===== config.mk =====
export PLATFORM = sky130hd
export DESIGN_NAME = mdio_cmd_ctrl
export DESIGN_NICKNAME = d
export VERILOG_FILES = /design/src/rtl/mdio_pkg.sv /design/src/rtl/mdio_regs.sv /design/src/rtl/mdio_clkdiv.sv /design/src/rtl/mdio_frame.sv /design/src/rtl/mdio_cmd_ctrl.sv
export SDC_FILE = /design/constraint.sdc
export NUM_CORES = 1
export LEC_CHECK = 0
export BUFFER_PORTS_ARGS = -buffer_cell sky130_fd_sc_hd__buf_2
export CORE_UTILIZATION = 58
export CTS_CLUSTER_SIZE = 25
export DETAILED_ROUTE_END_ITERATION = 10
export PLACE_DENSITY = 0.79
export SLEW_MARGIN = 40
export SYNTH_ARGS = -nofsm -noshare
export SYNTH_HDL_FRONTEND = slang
export SYNTH_SLANG_ARGS = --single-unit

===== constraint.sdc =====
create_clock -name clk_i -period 3 [get_ports clk_i]
set_clock_uncertainty 0.2 [all_clocks]
set_input_delay 0.6 -clock clk_i [delete_from_list [all_inputs] [get_ports clk_i]]
set_output_delay 0.6 -clock clk_i [all_outputs]
set_load 0.01 [all_outputs]

===== src/rtl/mdio_pkg.sv =====
package mdio_pkg;
  localparam int FRAME_LEN = 64;
  localparam int TA_POS    = 46;
  localparam int DATA_POS  = 48;
  localparam int PHY_W     = 5;
  localparam int REG_W     = 5;
  localparam int DATA_W    = 16;
  localparam int SEL_W     = 2;
  localparam int NSEL      = 1 << SEL_W;

  localparam int B_BUSY = 0;
  localparam int B_WR   = 1;
  localparam int B_REG  = 4;
  localparam int B_PHY  = 12;
  localparam int B_DIV  = 20;

  typedef struct packed {
    logic [SEL_W-1:0] div;
    logic [PHY_W-1:0] phy;
    logic [REG_W-1:0] regad;
    logic             wr;
  } cmd_t;

  function automatic logic [31:0] cmd_pack(cmd_t c, logic busy);
    logic [31:0] w;
    w = '0;
    w[B_BUSY]           = busy;
    w[B_WR]             = c.wr;
    w[B_REG +: REG_W]   = c.regad;
    w[B_PHY +: PHY_W]   = c.phy;
    w[B_DIV +: SEL_W]   = c.div;
    return w;
  endfunction

  function automatic cmd_t cmd_unpack(logic [31:0] w);
    cmd_t c;
    c.wr    = w[B_WR];
    c.regad = w[B_REG +: REG_W];
    c.phy   = w[B_PHY +: PHY_W];
    c.div   = w[B_DIV +: SEL_W];
    return c;
  endfunction
endpackage


===== src/rtl/mdio_regs.sv =====
module mdio_regs
  import mdio_pkg::*;
#(
  parameter int ADDR_W = 4
) (
  input  logic                clk_i,
  input  logic                rst_ni,
  input  logic                req_i,
  input  logic                we_i,
  input  logic [ADDR_W-1:0]   addr_i,
  input  logic [31:0]         wdata_i,
  output logic [31:0]         rdata_o,
  input  logic                done_i,
  input  logic [DATA_W-1:0]   rd_data_i,
  output logic                busy_o,
  output logic                start_o,
  output cmd_t                cmd_o,
  output logic [DATA_W-1:0]   data_o
);
  localparam int WSEL = ADDR_W - 2;

  logic            sel_cmd, sel_data;
  cmd_t            cmd_q;
  logic            busy_q, start_q;
  logic [DATA_W-1:0] data_q;

  assign sel_cmd  = (addr_i[ADDR_W-1:2] == WSEL'(0));
  assign sel_data = (addr_i[ADDR_W-1:2] == WSEL'(1));

  always_ff @(posedge clk_i or negedge rst_ni) begin
    if (!rst_ni) begin
      cmd_q   <= '0;
      busy_q  <= 1'b0;
      start_q <= 1'b0;
      data_q  <= '0;
    end else begin
      start_q <= 1'b0;
      if (done_i) begin
        busy_q <= 1'b0;
        if (!cmd_q.wr) data_q <= rd_data_i;
      end
      // writes are dropped for the whole transaction
      if (req_i && we_i && !busy_q) begin
        if (sel_cmd) begin
          cmd_q   <= cmd_unpack(wdata_i);
          busy_q  <= wdata_i[B_BUSY];
          start_q <= wdata_i[B_BUSY];
        end else if (sel_data) begin
          data_q  <= wdata_i[DATA_W-1:0];
        end
      end
    end
  end

  always_comb begin
    rdata_o = '0;
    if (sel_cmd)       rdata_o = cmd_pack(cmd_q, busy_q);
    else if (sel_data) rdata_o = {{(32-DATA_W){1'b0}}, data_q};
  end

  assign busy_o  = busy_q;
  assign start_o = start_q;
  assign cmd_o   = cmd_q;
  assign data_o  = data_q;
endmodule


===== src/rtl/mdio_clkdiv.sv =====
module mdio_clkdiv
  import mdio_pkg::*;
#(
  parameter int MIN_DIV = 16
) (
  input  logic             clk_i,
  input  logic             rst_ni,
  input  logic             run_i,
  input  logic [SEL_W-1:0] sel_i,
  output logic             tick_o
);
  localparam int MIN_HALF = MIN_DIV / 2;
  localparam int MAX_HALF = MIN_HALF * (1 << (NSEL - 1));
  localparam int CNT_W    = $clog2(MAX_HALF);

  logic [CNT_W-1:0] lim [NSEL];
  logic [CNT_W-1:0] cnt_q;

  for (genvar g = 0; g < NSEL; g++) begin : g_lim
    assign lim[g] = CNT_W'(MIN_HALF * (1 << g) - 1);
  end

  assign tick_o = run_i && (cnt_q == lim[sel_i]);

  always_ff @(posedge clk_i or negedge rst_ni) begin
    if (!rst_ni)      cnt_q <= '0;
    else if (!run_i)  cnt_q <= '0;
    else if (tick_o)  cnt_q <= '0;
    else              cnt_q <= cnt_q + 1'b1;
  end
endmodule


===== src/rtl/mdio_frame.sv =====
module mdio_frame
  import mdio_pkg::*;
(
  input  logic              clk_i,
  input  logic              rst_ni,
  input  logic              start_i,
  input  cmd_t              cmd_i,
  input  logic [DATA_W-1:0] wdata_i,
  input  logic              tick_i,
  input  logic              mdio_i,
  output logic              run_o,
  output logic              mdc_o,
  output logic              mdio_o,
  output logic              mdio_oe_o,
  output logic              done_o,
  output logic [DATA_W-1:0] rdata_o
);
  localparam int BC_W = $clog2(FRAME_LEN);
  localparam logic [BC_W-1:0] LAST_BIT = BC_W'(FRAME_LEN - 1);
  localparam logic [BC_W-1:0] TA_BIT   = BC_W'(TA_POS);
  localparam logic [BC_W-1:0] DATA_BIT = BC_W'(DATA_POS);

  logic                 run_q, mdc_q, wr_q, done_q;
  logic [BC_W-1:0]      bit_q;
  logic [FRAME_LEN-1:0] sh_q;
  logic [DATA_W-1:0]    rd_q;
  logic [FRAME_LEN-1:0] frame;

  assign frame = {32'hFFFF_FFFF, 2'b01,
                  cmd_i.wr ? 2'b01 : 2'b10,
                  cmd_i.phy, cmd_i.regad,
                  cmd_i.wr ? 2'b10 : 2'b11,
                  cmd_i.wr ? wdata_i : {DATA_W{1'b1}}};

  always_ff @(posedge clk_i or negedge rst_ni) begin
    if (!rst_ni) begin
      run_q  <= 1'b0;
      mdc_q  <= 1'b0;
      wr_q   <= 1'b0;
      done_q <= 1'b0;
      bit_q  <= '0;
      sh_q   <= '0;
      rd_q   <= '0;
    end else begin
      done_q <= 1'b0;
      if (start_i && !run_q) begin
        run_q <= 1'b1;
        mdc_q <= 1'b0;
        wr_q  <= cmd_i.wr;
        bit_q <= '0;
        sh_q  <= frame;
      end else if (tick_i) begin
        if (!mdc_q) begin
          mdc_q <= 1'b1;
          if (bit_q >= DATA_BIT) rd_q <= {rd_q[DATA_W-2:0], mdio_i};
        end else begin
          mdc_q <= 1'b0;
          if (bit_q == LAST_BIT) begin
            run_q  <= 1'b0;
            done_q <= 1'b1;
            sh_q   <= '0;
          end else begin
            bit_q <= bit_q + 1'b1;
            sh_q  <= {sh_q[FRAME_LEN-2:0], 1'b0};
          end
        end
      end
    end
  end

  assign run_o     = run_q;
  assign mdc_o     = mdc_q;
  assign mdio_o    = sh_q[FRAME_LEN-1];
  assign mdio_oe_o = run_q && (wr_q || (bit_q < TA_BIT));
  assign done_o    = done_q;
  assign rdata_o   = rd_q;
endmodule


===== src/rtl/mdio_cmd_ctrl.sv =====
module mdio_cmd_ctrl
  import mdio_pkg::*;
#(
  parameter int ADDR_W  = 4,
  parameter int MIN_DIV = 16
) (
  input  logic              clk_i,
  input  logic              rst_ni,
  input  logic              bus_req_i,
  input  logic              bus_we_i,
  input  logic [ADDR_W-1:0] bus_addr_i,
  input  logic [31:0]       bus_wdata_i,
  output logic [31:0]       bus_rdata_o,
  output logic              mdc_o,
  output logic              mdio_o,
  output logic              mdio_oe_o,
  input  logic              mdio_i
);
  logic              busy, start, done, run, tick;
  cmd_t              cmd;
  logic [DATA_W-1:0] data_word, rd_data;
  logic [31:0]       cmd_word;
  logic              wr_cmd, wr_data;

  assign cmd_word = cmd_pack(cmd, busy);
  assign wr_cmd   = bus_req_i && bus_we_i && (bus_addr_i[ADDR_W-1:2] == (ADDR_W-2)'(0));
  assign wr_data  = bus_req_i && bus_we_i && (bus_addr_i[ADDR_W-1:2] == (ADDR_W-2)'(1));

  mdio_regs #(.ADDR_W(ADDR_W)) u_regs (
    .clk_i     (clk_i),
    .rst_ni    (rst_ni),
    .req_i     (bus_req_i),
    .we_i      (bus_we_i),
    .addr_i    (bus_addr_i),
    .wdata_i   (bus_wdata_i),
    .rdata_o   (bus_rdata_o),
    .done_i    (done),
    .rd_data_i (rd_data),
    .busy_o    (busy),
    .start_o   (start),
    .cmd_o     (cmd),
    .data_o    (data_word)
  );

  mdio_clkdiv #(.MIN_DIV(MIN_DIV)) u_div (
    .clk_i  (clk_i),
    .rst_ni (rst_ni),
    .run_i  (run),
    .sel_i  (cmd.div),
    .tick_o (tick)
  );

  mdio_frame u_frame (
    .clk_i     (clk_i),
    .rst_ni    (rst_ni),
    .start_i   (start),
    .cmd_i     (cmd),
    .wdata_i   (data_word),
    .tick_i    (tick),
    .mdio_i    (mdio_i),
    .run_o     (run),
    .mdc_o     (mdc_o),
    .mdio_o    (mdio_o),
    .mdio_oe_o (mdio_oe_o),
    .done_o    (done),
    .rdata_o   (rd_data)
  );
endmodule


## Word-level counts from Yosys, hierarchy flattened

Index checks and enable logic that the tools add are counted.

| operators by class | value |
|---|---|
| add/subtract/negate cells | 2 |
| magnitude comparators | 3 |
| eq/ne operators | 4 |
| mux-type cells | 39 |
| bitwise operators | 3 |
| reduce and logical (&&, ||, !) cells | 17 |

Operators with widths:

| cell | number |
|---|---|
| $mux W64 | 4 |
| $mux W16 | 7 |
| $mux W6 | 8 |
| $mux W32 | 1 |
| $mux W1 | 17 |
| $add A6 B1 Y6 const B | 2 |
| $bmux W6 S2 | 1 |
| $eq A6 B6 Y1 | 1 |
| $eq A6 B6 Y1 const B | 1 |
| $ge A6 B6 Y1 const B | 1 |
| $lt A6 B6 Y1 const B | 1 |
| $reduce_and A3 Y1 | 2 |
| $reduce_bool A2 Y1 | 3 |
| $logic_and A1 B1 Y1 | 5 |
| $reduce_and A2 Y1 | 2 |
| $reduce_and A4 Y1 | 1 |
| $ge A3 B3 Y1 const B | 1 |
| $not A2 Y3 | 1 |
| $eq A2 B1 Y1 const B | 1 |
| $logic_not A1 Y1 | 2 |
| $logic_not A2 Y1 | 1 |
| $mux W2 | 1 |
| $ne A2 B1 Y1 const B | 1 |
| $not A1 Y1 | 2 |
| $logic_or A1 B1 Y1 | 1 |

| storage, ports and cells | value |
|---|---|
| register bits | 127 |
| input port bits | 41 |
| output and inout bits | 35 |
| logic and storage cells | 83 |

## Longest topological paths before layout

Gate-level depths: netlist of the first run.

| depth | value |
|---|---|
| word-level depth | 8 |
| gate-level depth with buffers | 7 |
| depth with buffers taken out | 5 |

## Hierarchy

From an unflattened synthesis of the first run, not the netlist that was laid out.

| second synthesis, totals | value |
|---|---|
| cells, all modules | 580 |
| area, all modules | 6,080.8 sq um |

By module, submodules not included:

| module | instances | cells an instance | area each (sq um) | seq. area each (sq um) |
|---|---|---|---|---|
| mdio_frame | 1 | 411 | 4,017.6 | 2,252.2 |
| mdio_regs | 1 | 137 | 1,749.2 | 775.7 |
| mdio_clkdiv | 1 | 32 | 314.1 | 150.1 |

## Worst setup path after synthesis of the first run

Ideal clock, no wire load.

| timing | value |
|---|---|
| path type | input-to-output |
| start | input bus_addr_i[2] |
| end | output bus_rdata_o[0] |
| data arrival time | 1.563 ns |
| required time | 2.200 ns |
| setup slack | 0.637 ns |
| cell stages on the path | 4 |
| path buffers | 2 |
| path through | clkbuf_1 > buf_1 > mux2i_1 > nor2_1 |

| on the way | value |
|---|---|
| cells in the longest elaborated chain, start to end | 3 |
| elaborated cells on any way between the ends | 4 |
| classes of those cells | 1 x eq/ne; 2 x mux; 1 x reduce/logical |

RTL lines:

| what | RTL line | text |
|---|---|---|
| start, declared | mdio_cmd_ctrl.sv:11 | `input logic [ADDR_W-1:0] bus_addr_i,` |
| $eq A2 B1 Y1 | mdio_regs.sv:28 | `assign sel_data = (addr_i[ADDR_W-1:2] == WSEL'(1));` |
| $mux W16 | mdio_regs.sv:58 | `else if (sel_data) rdata_o = {{(32-DATA_W){1'b0}}, data_q};` |
| $mux W32 * | mdio_regs.sv:57 | `if (sel_cmd) rdata_o = cmd_pack(cmd_q, busy_q);` |
| end, declared | mdio_cmd_ctrl.sv:13 | `output logic [31:0] bus_rdata_o,` |

Every way passes the cells marked *; elsewhere a longest branch is shown, timed or not.

## Worst setup path after layout of the first run

| timing | value |
|---|---|
| start | register u_div.cnt_q[3] |
| end | register u_frame.sh_q[28] |

| on the way | value |
|---|---|
| cells in the longest elaborated chain, start to end | 4 |

RTL lines:

| what | RTL line | text |
|---|---|---|
| start, declared | mdio_clkdiv.sv:17 | `logic [CNT_W-1:0] cnt_q;` |
| start signal, assigned | mdio_clkdiv.sv:29 | `else cnt_q <= cnt_q + 1'b1;` |
| $eq A6 B6 Y1 | mdio_clkdiv.sv:23 | `assign tick_o = run_i && (cnt_q == lim[sel_i]);` |
| $logic_and A1 B1 Y1 | mdio_clkdiv.sv:23 |  |
| $reduce_bool A2 Y1 (no line) | n/a |  |
| $reduce_and A2 Y1 (no line) | n/a |  |
| end signal, assigned | mdio_frame.sv:51 | `sh_q <= frame;` |
| end signal, assigned | mdio_frame.sv:64 | `sh_q <= {sh_q[FRAME_LEN-2:0], 1'b0};` |
| end, declared | mdio_frame.sv:25 | `logic [FRAME_LEN-1:0] sh_q;` |

Every way passes these cells.
A chain may end at the register's enable or synchronous reset.

==> results of run 1 <==
[per-layer routing]
layer  vias up  part of all wire (%)  global-route usage (%)
met1      2462                    44                    36.8
li1       2250                     -                       -
met4         0                   1.8                    11.8
met3        19                   4.7                    5.61
met5         -                     0                       0
met2       169                    49                    44.0
[through the flow]
step | utilization (%) | hold WS [ns]
floorplan | - | 0.104
detailed placement | 62.6 | 0.262
global placement | 62.6 | 0.249
finish | 68.9 | 0.0768
CTS | 68.9 | 0.0524
global route | 68.9 | 0.0786
[cell families (layout without fill, tap and decap cells)]
family          Yosys count  in the layout  synth area share [%]
mux                      57             57                  9.95
buf+inv                  74            105                  5.68
compound gates          151            151                  14.7
simple gates            188            188                  16.2
flops                   127            127                  52.1
fa+ha+maj                 2              2                 0.410
other cells               1             13                0.0615
xor+xnor                  6              6                 0.862
[critical path, stage by stage (launching register included)]
cell and delay, ns:
dfrtp_1 0.44, or4_4 0.58, o211ai_4 0.19, buf_4 0.46, nand2_1 0.20, a221o_1 0.35
[Yosys cell counts, drive strengths merged, types with 2 or more instances]
cell	n
a21oi	28
a31oi	7
a41oi	23
and2	13
and3	2
and4	2
buf	29
clkbuf	40
dfrtp	127
ha	2
inv	5
mux2	29
mux2i	28
nand2	29
nand2b	2
nand3	40
nand4	42
nor2	45
nor2b	5
nor4	3
o211ai	2
o21ai	80
o31ai	3
or4	2
xnor2	2
xor2	4
[area by class of cell]
cell class	count	share of cell area, %
Inverter	5	0.265
Clock buffer	21	6.49
Multi-Input combinational cell	417	37.5
Sequential cell	127	44.9
Clock inverter	11	2.51
Timing Repair Buffer	68	5.97
Tap cell	136	2.40
[flip-flops by register name, indices dropped and copies added, names as in the netlist]
name	flops
u_regs.start_o	1
u_frame.mdc_o	1
u_regs.busy_o	1
u_frame.wr_q	1
u_frame.run_o	1
u_frame.done_o	1
u_regs.cmd_o	13
u_regs.data_o	16
u_div.cnt_q	6
u_frame.rdata_o	16
u_frame.sh_q	64
u_frame.bit_q	6
[where the power goes]
part           internal (uW)  switching [uW]
registers               2190             356
clock network           1420             770
logic                    445             684
total                   4060            1810
[path summary, 6_finish.rpt]
| kind | start | end | slack (ns) | cells after the start |
|---|---|---|---|---|
| worst max register to register | u_div.cnt_q[3] | u_frame.sh_q[28] | 0.45 | 5 |
| max in group asynchronous | rst_ni | u_regs.data_o[2] | 1.54 | 3 |
| worst max-delay path | u_div.cnt_q[3] | u_frame.sh_q[28] | 0.45 | 5 |
| worst min-delay path | bus_wdata_i[9] | u_regs.data_o[9] | 0.08 | 3 |
| worst min register to register | u_div.cnt_q[0] | u_div.cnt_q[0] | 0.28 | 1 |
| min in group asynchronous | rst_ni | u_frame.sh_q[63] | 0.39 | 2 |
==> results.md, run 1 <==
- Setup ws final: ~0.45 ns
- Ys async rst share: 100%
- Number of synthesized flops with an enable pin: 0
- P&R area growth vs syn: 16.1%
- FMAX: roughly 0.4 GHz
- CP endpoint kind: flop
- DRT antenna net count: 0
- Pin count of the biggest net entering global routing: 54
- Post-CTS Setup Bufs: 0
- DR DRC count: 0
- IO Pins: 76
- Antenna Diode Count: 0
- Power Density: 829 nW/um2
- Final-report setup violation count: 0
- Placed inst area: ~6400 um2
- Top_reg_cell synth: dfrtp_1
- Fin crit period: approximately 2.6 ns
- FF+latch count, synth: between 100 and 150
- Cell count after placement: roughly 750
- 1st-iter DRT viols: 502
- Clk root buf: clkbuf_8
- Final period utilization: a little under nine tenths
- Final TNS setup: 0 ns
- First-pass GRT wire length: about 24,000 um
- GPL Wtd Cong: 0.784
- Worst slew pin tran: just under 0.6 ns
- RSZ-0062 raised after global routing: false
- Max Slew Vio Count: 0
- Yosys top cell by area: dfrtp_1
- Number of global-route vias before repair: approximately 4,700
- CP max FO: 40
- Crit path DAT: ~2.8 ns
- WS Path Type: reg -> reg
- Post-synth top area share: 52.1%
- Worst-Skew Late Latency: about 0.53 ns
- Final instance area: ~7100 um2
- Syn_area_per_cell: just over 10 um2
- Post-CTS sizing: 0
- Share of post-route cells with drive strength above 1: roughly 20%
- Chip width: 105 um
- Commonest non-fill, non-tap cell in the layout: dfrtp_1
- Final hold violation count: 0
- Ranking of synthesized cells by area: dfrtp_1, o21ai_0, mux2i_1, nand4_1, mux2_2
- Worst-path clk slew: 0.06 ns
- Initial antenna violation count: 0
- MaxCap Viol Count: 0
- Core area: between 10,000 and 15,000 um2
- Post-CTS Hold Fix Bufs: 1
- LEAKAGE: between 0.003 and 0.004 uW
- Multi-input logic area: between 2000 and 3000 um2
- TritonCTS buffer count: 17
- Hpwl dp: roughly 8500 um
- Clock Sinks: roughly 130
- CP required: about 3.2 ns
- Row Count: 37
- Total track usage: ~28%
- Vias: 4,900
- WL per Instance: approximately 18 um
- Clk buf depth: 2
- Routed WL: around 14,000 um
- Fill cells: 762
- H-tree levels: 4
- Post-Synthesis Cells: around 610
- Die Area: 10,900 um2
- Yosys warning total: 0
- Pre-antenna DRT Iters: 4
- Via density: around 6.2
- Register Area: ~3200 um2
- CTS tree: done
- Total grt overflow: 0
- Nets: between 600 and 700
- Non-Filler Instances: between 700 and 800
- Worst Hold Class: in -> reg
- Status: finished, final reports clean
- Post-placement setup slack: about 0.48 ns
- Initial Util: a little under 60%
- Total power: a little under 6000 uW
- Input/output buffers: 47
- Slew margin rel.: 60.8%
- Synthesized area: 6100 um2
- Most frequent cells in the layout: dfrtp_1, o21ai_0, buf_2
- Die height: between 100 and 150 um
- Synth cell types: 47
- Worst Setup Start Kind: flop
- VDD IR-drop max: around 0.00059 V
- Post-synthesis sequential area ratio: between 50% and 60%
Note: power is estimated with default switching activity, not from simulation.
==> run 2, diff against run 1 <==
- CORE_UTILIZATION: 58 -> 45
- PLACE_DENSITY: 0.79 -> 0.63
- SLEW_MARGIN: 40 -> default
- clock period: 3 -> 3.2 ns (I/O delays scaled with it)
==> run 2 against run 1 <==
Worst hold slack got worse by 0.0015 ns. Combinational power fell by 8%. Critical path depth decreased by 1. Largest cell class unchanged. Largest power group unchanged.
==> results.md, run 2 (synthesized netlist as in run 1, its figures left out) <==
- IO Pins: 76 (unchanged)
- Worst slew pin tran: 0.843 ns (was 0.587 ns)
- Input/output buffers: 47 (unchanged)
- VDD IR-drop max: 0.000377 V (was 0.000590 V)
- Final-report setup violation count: 0 (unchanged)
- Pin count of the biggest net entering global routing: 55 (was 54)
- WL per Instance: 16.9 um (was 17.7 um)
- Share of post-route cells with drive strength above 1: 20.0% (was 20.2%)
- Cell count after placement: 789 (was 752)
- Worst Setup Start Kind: input pin (was flop)
- First-pass GRT wire length: 23,800 um (was 23,700 um)
- Core area: 13,200 um2 (was 10,300 um2)
- Row Count: 42 (was 37)
- Post-CTS Setup Bufs: 0 (unchanged)
- Clk pwr share: 36.7% (was 37.4%)
- GPL Wtd Cong: 0.754 (was 0.784)
- Hpwl dp: 8590 um (was 8500 um)
- Final hold violation count: 0 (unchanged)
- Status: finished, final reports clean (unchanged)
- H-tree levels: 4 (unchanged)
- Clk buf depth: 2 (unchanged)
- Initial antenna violation count: 0 (unchanged)
- Flop pwr share: 44.0% (was 43.4%)
- WS Path Type: in -> out (was reg -> reg)
- Placed inst area: 6470 um2 (was 6430 um2)
- Grt peak-use layer: met2 (unchanged)
- Crit path DAT: 1.77 ns (was 2.76 ns)
- Largest Register: u_frame.sh_q (unchanged)
- Total track usage: 21.3% (was 27.6%)
- Worst-path clk slew: 0.06 ns (about the same)
- Worst-Skew Late Latency: 0.42 ns (was 0.53 ns)
- MaxCap Viol Count: 0 (unchanged)
- Antenna Diode Count: 0 (unchanged)
- Most frequent cells in the layout: dfrtp_1, o21ai_0, buf_2 (unchanged)
- Die Area: 14,000 um2 (was 10,900 um2)
- Post-placement setup slack: 0.566 ns (was 0.483 ns)
- CP required: 2.36 ns (was 3.21 ns)
- LEAKAGE: 0.00302 uW (was 0.00304 uW)
- Fin crit period: 2.61 ns
- Routing usage on met1: 28.4% (was 36.8%)
- Commonest non-fill, non-tap cell in the layout: dfrtp_1 (unchanged)
- Die height: 118 um (was 105 um)
- Pre-antenna DRT Iters: 5 (was 4)
- Met3 Resource Use GR: 5.07% (was 5.61%)
- Psw: 1700 uW (was 1810 uW)
- Final instance area: 7080 um2 (about the same)
- Power Density: 762 nW/um2 (was 829 nW/um2)
- Post-CTS sizing: 0 (unchanged)
- Total grt overflow: 0 (unchanged)
- FMAX: between 0.3 and 0.4 GHz
- DRT antenna net count: 0 (unchanged)
- Nets: 675 (was 679)
- 1st-iter DRT viols: 365 (was 502)
- CTS tree: done (unchanged)
- Initial Util: 46.0% (was 59.3%)
- Number of flip-flops in the largest register: 64 (unchanged)
- Post-CTS Hold Fix Bufs: 0 (was 1)
- Number of global-route vias before repair: 4,788 (was 4,741)
- Via density: 5.82 (was 6.24)
- DR DRC count: 0 (unchanged)
- RSZ-0062 raised after global routing: false (unchanged)
- Gate power share: 19.3% (was 19.2%)
- Met2 usage in global routing: 34.0% (was 44.0%)
- CP endpoint kind: output port (was flop)
- P&R area growth vs syn: 16.1% (about the same)
- Clock Sinks: 127 (unchanged)
- Chip width: 118 um (was 105 um)
- Clk root buf: clkbuf_16 (was clkbuf_8)
- Max Slew Vio Count: 0 (unchanged)
- Vias: 4,778 (was 4,900)
- Slew margin rel.: 43.8% (was 60.8%)
- TritonCTS buffer count: 17 (unchanged)
- Cell-internal power: 3700 uW (was 4060 uW)
- Routed WL: 13,900 um (unchanged)
- CP max FO: 15 (was 40)
- Worst Hold Class: in -> async (was in -> reg)
- Final TNS setup: 0 ns (unchanged)
- Non-Filler Instances: 821 (was 785)
- Setup ws final: 0.585 ns (was 0.447 ns)
- Final period utilization: between 80% and 90%
- Net Sw Frac: 31.5% (was 30.8%)
==> run 2: path summary, 6_finish.rpt <==
kind | from | endpoint | cells past startpoint | slack [ns]
worst max-delay path | bus_addr_i[2] | bus_rdata_o[10] | 4 | 0.59
worst min-delay path | rst_ni | u_frame.sh_q[63] | 1 | 0.08
worst max register to register | u_div.cnt_q[3] | u_frame.rdata_o[10] | 4 | 0.59
worst min register to register | u_div.cnt_q[0] | u_div.cnt_q[0] | 1 | 0.28
max in group asynchronous | rst_ni | u_regs.data_o[12] | 2 | 2.05
min in group clk_i | bus_wdata_i[2] | u_regs.data_o[2] | 3 | 0.22
==> run 2: metal layers <==
metal,vias to the layer above,part of all wire (%)
met3,13,3.6
li1,2241,-
met2,117,49
met5,-,0
met4,0,1.1
met1,2407,47
==> run 2: per-stage QoR <==
| step | util [%] | total power [uW] | hold WS (ns) |
|---|---|---|---|
| 3_5_place_dp | 48.9 | 3430 | 0.260 |
| 3_3_place_gp | 48.9 | 3380 | 0.249 |
| 5_1_grt | 53.5 | 5690 | 0.132 |
| 2_1_floorplan | - | 3070 | 0.144 |
| 4_1_cts | 53.5 | 5430 | 0.101 |
| 6_report | 53.5 | 5390 | 0.0754 |
==> run 2: area by class of cell <==
type                            count  area, um2
Clock buffer                       17        425
Timing Repair Buffer               64        403
Multi-Input combinational cell    417       2650
Tap cell                          176        220
Sequential cell                   127       3180
Inverter                            5       18.8
Fill cell                        1175       6160
Clock inverter                     15        183
==> run 2: critical path, stage by stage <==
cell     delay, ns
buf_2         0.35
nor2b_1       0.45
and2_1        0.19
buf_2         0.12
==> run 2: power groups by stage <==
stage,Clock [uW],Combinational [uW],Sequential (uW)
after floorplan,0,793,2270
after global placement,0,1010,2370
after detailed placement,0,1040,2390
after CTS,2010,1040,2370
after global routing,2090,1170,2430
final,1980,1040,2370
==> run 3, diff against run 2 <==
- PLACE_DENSITY: 0.63 -> 0.66
- clock period: 3.2 -> 2.1 ns (I/O delays scaled with it)
==> run 3 against run 2 <==
Clock power is 45% higher. Worst hold slack got worse by 0.053 ns. Setup slack got worse by 0.56 ns. Non-clock buffer count increased by 32. Die area unchanged. Power is 58% higher. Global-route usage is essentially flat. Final cell count rose by 3.9%. Core utilization rose by 2.9 points. Final area is 5.4% higher. Sequential cell count stayed put. Combinational power increased by 97%.
==> results.md, run 3 (synthesized netlist as in run 1, its figures left out) <==
- Status: finished, final reports clean (unchanged)
- CP Cell Sequence: or4_4 > o211a_4 > or4_1 > a21oi_1 (was buf_2 > nor2b_1 > and2_1 > buf_2)
- Total power: 8520 uW (was 5390 uW)
- WL per Instance: 16.8 um (was 16.9 um)
- CP max FO: 7 (was 15)
- Master of the slowest instance on the critical path: or4_4 (was nor2b_1)
- Die Area: 14,000 um2 (unchanged)
- Pin count of the biggest net entering global routing: 60 (was 55)
- Setup ws final: 0.0300 ns (was 0.585 ns)
- Clock Sinks: 127 (unchanged)
- Cell family with most CP delay: simple AND/OR/NAND/NOR gates (unchanged)
- WP buf/inv: 0 (was 2)
- MaxCap Viol Count: 0 (unchanged)
- Total grt overflow: 0 (unchanged)
- CP endpoint kind: flop (was output port)
- WS Path Type: reg -> reg (was in -> out)
- Final hold violation count: 0 (unchanged)
- CTS tree: done (unchanged)
- LEAKAGE: 0.00321 uW (was 0.00302 uW)
- DR DRC count: 0 (unchanged)
- Final-report setup violation count: 0 (unchanged)
- Worst-path clk slew: 0.06 ns (about the same)
- Row Count: 42 (unchanged)
- Max Slew Vio Count: 0 (unchanged)
- Final core utilization: 56.4% (was 53.5%)
- Initial Util: 46.0% (unchanged)
- Share of post-route cells with drive strength above 1: 23.8% (was 20.0%)
- 1st-iter DRT viols: 423 (was 365)
- Vias: 4,889 (was 4,778)
- Final period utilization: a little over nine tenths
- Largest Register: u_frame.sh_q (unchanged)
- P&R area growth vs syn: 22.5% (was 16.1%)
- Post-placement setup slack: -0.00296 ns (was 0.566 ns)
- Worst Setup Start Kind: flop (was input pin)
- Worst Hold Class: in -> reg (was in -> async)
- Clk buf depth: 2 (unchanged)
- Die height: 118 um (unchanged)
- Commonest non-fill, non-tap cell in the layout: dfrtp_1 (unchanged)
- Initial antenna violation count: 0 (unchanged)
- Total track usage: 21.3% (about the same)
- Nets: 707 (was 675)
- Number of global-route vias before repair: 4,716 (was 4,788)
- Chip width: 118 um (unchanged)
- Hpwl dp: 8830 um (was 8590 um)
- Fin crit period: just over 2 ns
- Core area: 13,200 um2 (unchanged)
- FMAX: 0.483 GHz
- Pre-antenna DRT Iters: 6 (was 5)
- Input/output buffers: 47 (unchanged)
- Clk root buf: clkbuf_16 (unchanged)
- CP required: 2.24 ns (was 2.36 ns)
- Antenna Diode Count: 0 (unchanged)
- Routed WL: 14,300 um (was 13,900 um)
- DRT antenna net count: 0 (unchanged)
- Worst-Skew Late Latency: 0.42 ns (about the same)
- Crit path DAT: 2.21 ns (was 1.77 ns)
- TritonCTS buffer count: 17 (unchanged)
- GPL Wtd Cong: 0.817 (was 0.754)
- First-pass GRT wire length: 23,900 um (was 23,800 um)
- Via density: 5.73 (was 5.82)
- Hold WS: 0.0222 ns (was 0.0754 ns)
- Most frequent cells in the layout: dfrtp_1, o21ai_0, buf_2 (unchanged)
- RSZ-0062 raised after global routing: true (was false)
- Number of flip-flops in the largest register: 64 (unchanged)
- Slew margin rel.: 59.9% (was 43.8%)
- VDD IR-drop max: 0.000644 V (was 0.000377 V)
- Worst slew pin tran: 0.601 ns (was 0.843 ns)
- CP peak stage delay: 0.58 ns (was 0.45 ns)
- H-tree levels: 4 (unchanged)
- IO Pins: 76 (unchanged)
- Power Density: 1140 nW/um2 (was 762 nW/um2)
-- run 3: cell count changes in the layout (fill, tap and decap cells not counted), moves of 2 or more --
cell	delta
buf_4	+17
o21ai_0	-7
o21ai_1	+7
buf_12	+6
dlygate4sd3_1	+5
clkinv_4	+3
bufinv_16	-2
clkbuf_16	+2
clkinv_2	-2
-- run 3: cell type report --
cell class                 count  area, um2
inverter                       5       18.8
timing repair buffer          96        790
multi-input combinational    417       2680
tap                          176        220
clock inverter                15        151
sequential                   127       3180
fill                        1156       5780
clock buffer                  17        425
-- run 3: final timing paths --
path	endpoint	cells past startpoint	slack, ns	from
hold / removal	u_regs.data_o[6]	3	0.02	bus_wdata_i[6]
max in group asynchronous	u_frame.sh_q[21]	3	0.77	rst_ni
min in group asynchronous	u_div.cnt_q[1]	2	0.30	rst_ni
setup / recovery	u_frame.bit_q[0]	4	0.03	u_regs.cmd_o[12]
setup reg to reg	u_frame.bit_q[0]	4	0.03	u_regs.cmd_o[12]
hold reg to reg	u_div.cnt_q[0]	1	0.28	u_div.cnt_q[0]
-- run 3: report_power, final --
| group | switching (uW) | internal [uW] |
|---|---|---|
| clock network | 1210 | 1660 |
| logic | 1110 | 944 |
| registers | 466 | 3130 |
-- run 3: routing by layer --
layer	global-route usage, %	up-vias	share of wire [%]
met5	0	-	0
met4	7.36	0	1.5
met3	4.39	19	4.4
met2	33.1	151	48
met1	29.8	2402	46
li1	-	2317	-
-- run 3: worst register-to-register path, cell delays in order, from the launching register on --
cell     delay, ns
dfrtp_1       0.39
or4_4         0.58
o211a_4       0.21
or4_1         0.50
a21oi_1       0.13
-- run 3: metrics by stage --
stage                     TNS (ns)  std cells  instance area, um2
after global routing        -0.152        853                7470
after global placement           0        809                6710
after CTS                        0        846                7350
after detailed placement  -0.00296        809                6710
after floorplan                  0        618                6140
final                            0        853                7470
-- run 3: timing repair --
action / 4_1_cts / 5_1_grt
setup buffers: 0 / 5
pin swaps: 1 / 4
endpoints found under the hold margin: 30 / 0
cloned: 0 / 2
setup endpoints to repair: 1 / 79
resized for setup: 2 / 13
hold buffers: 5 / 0
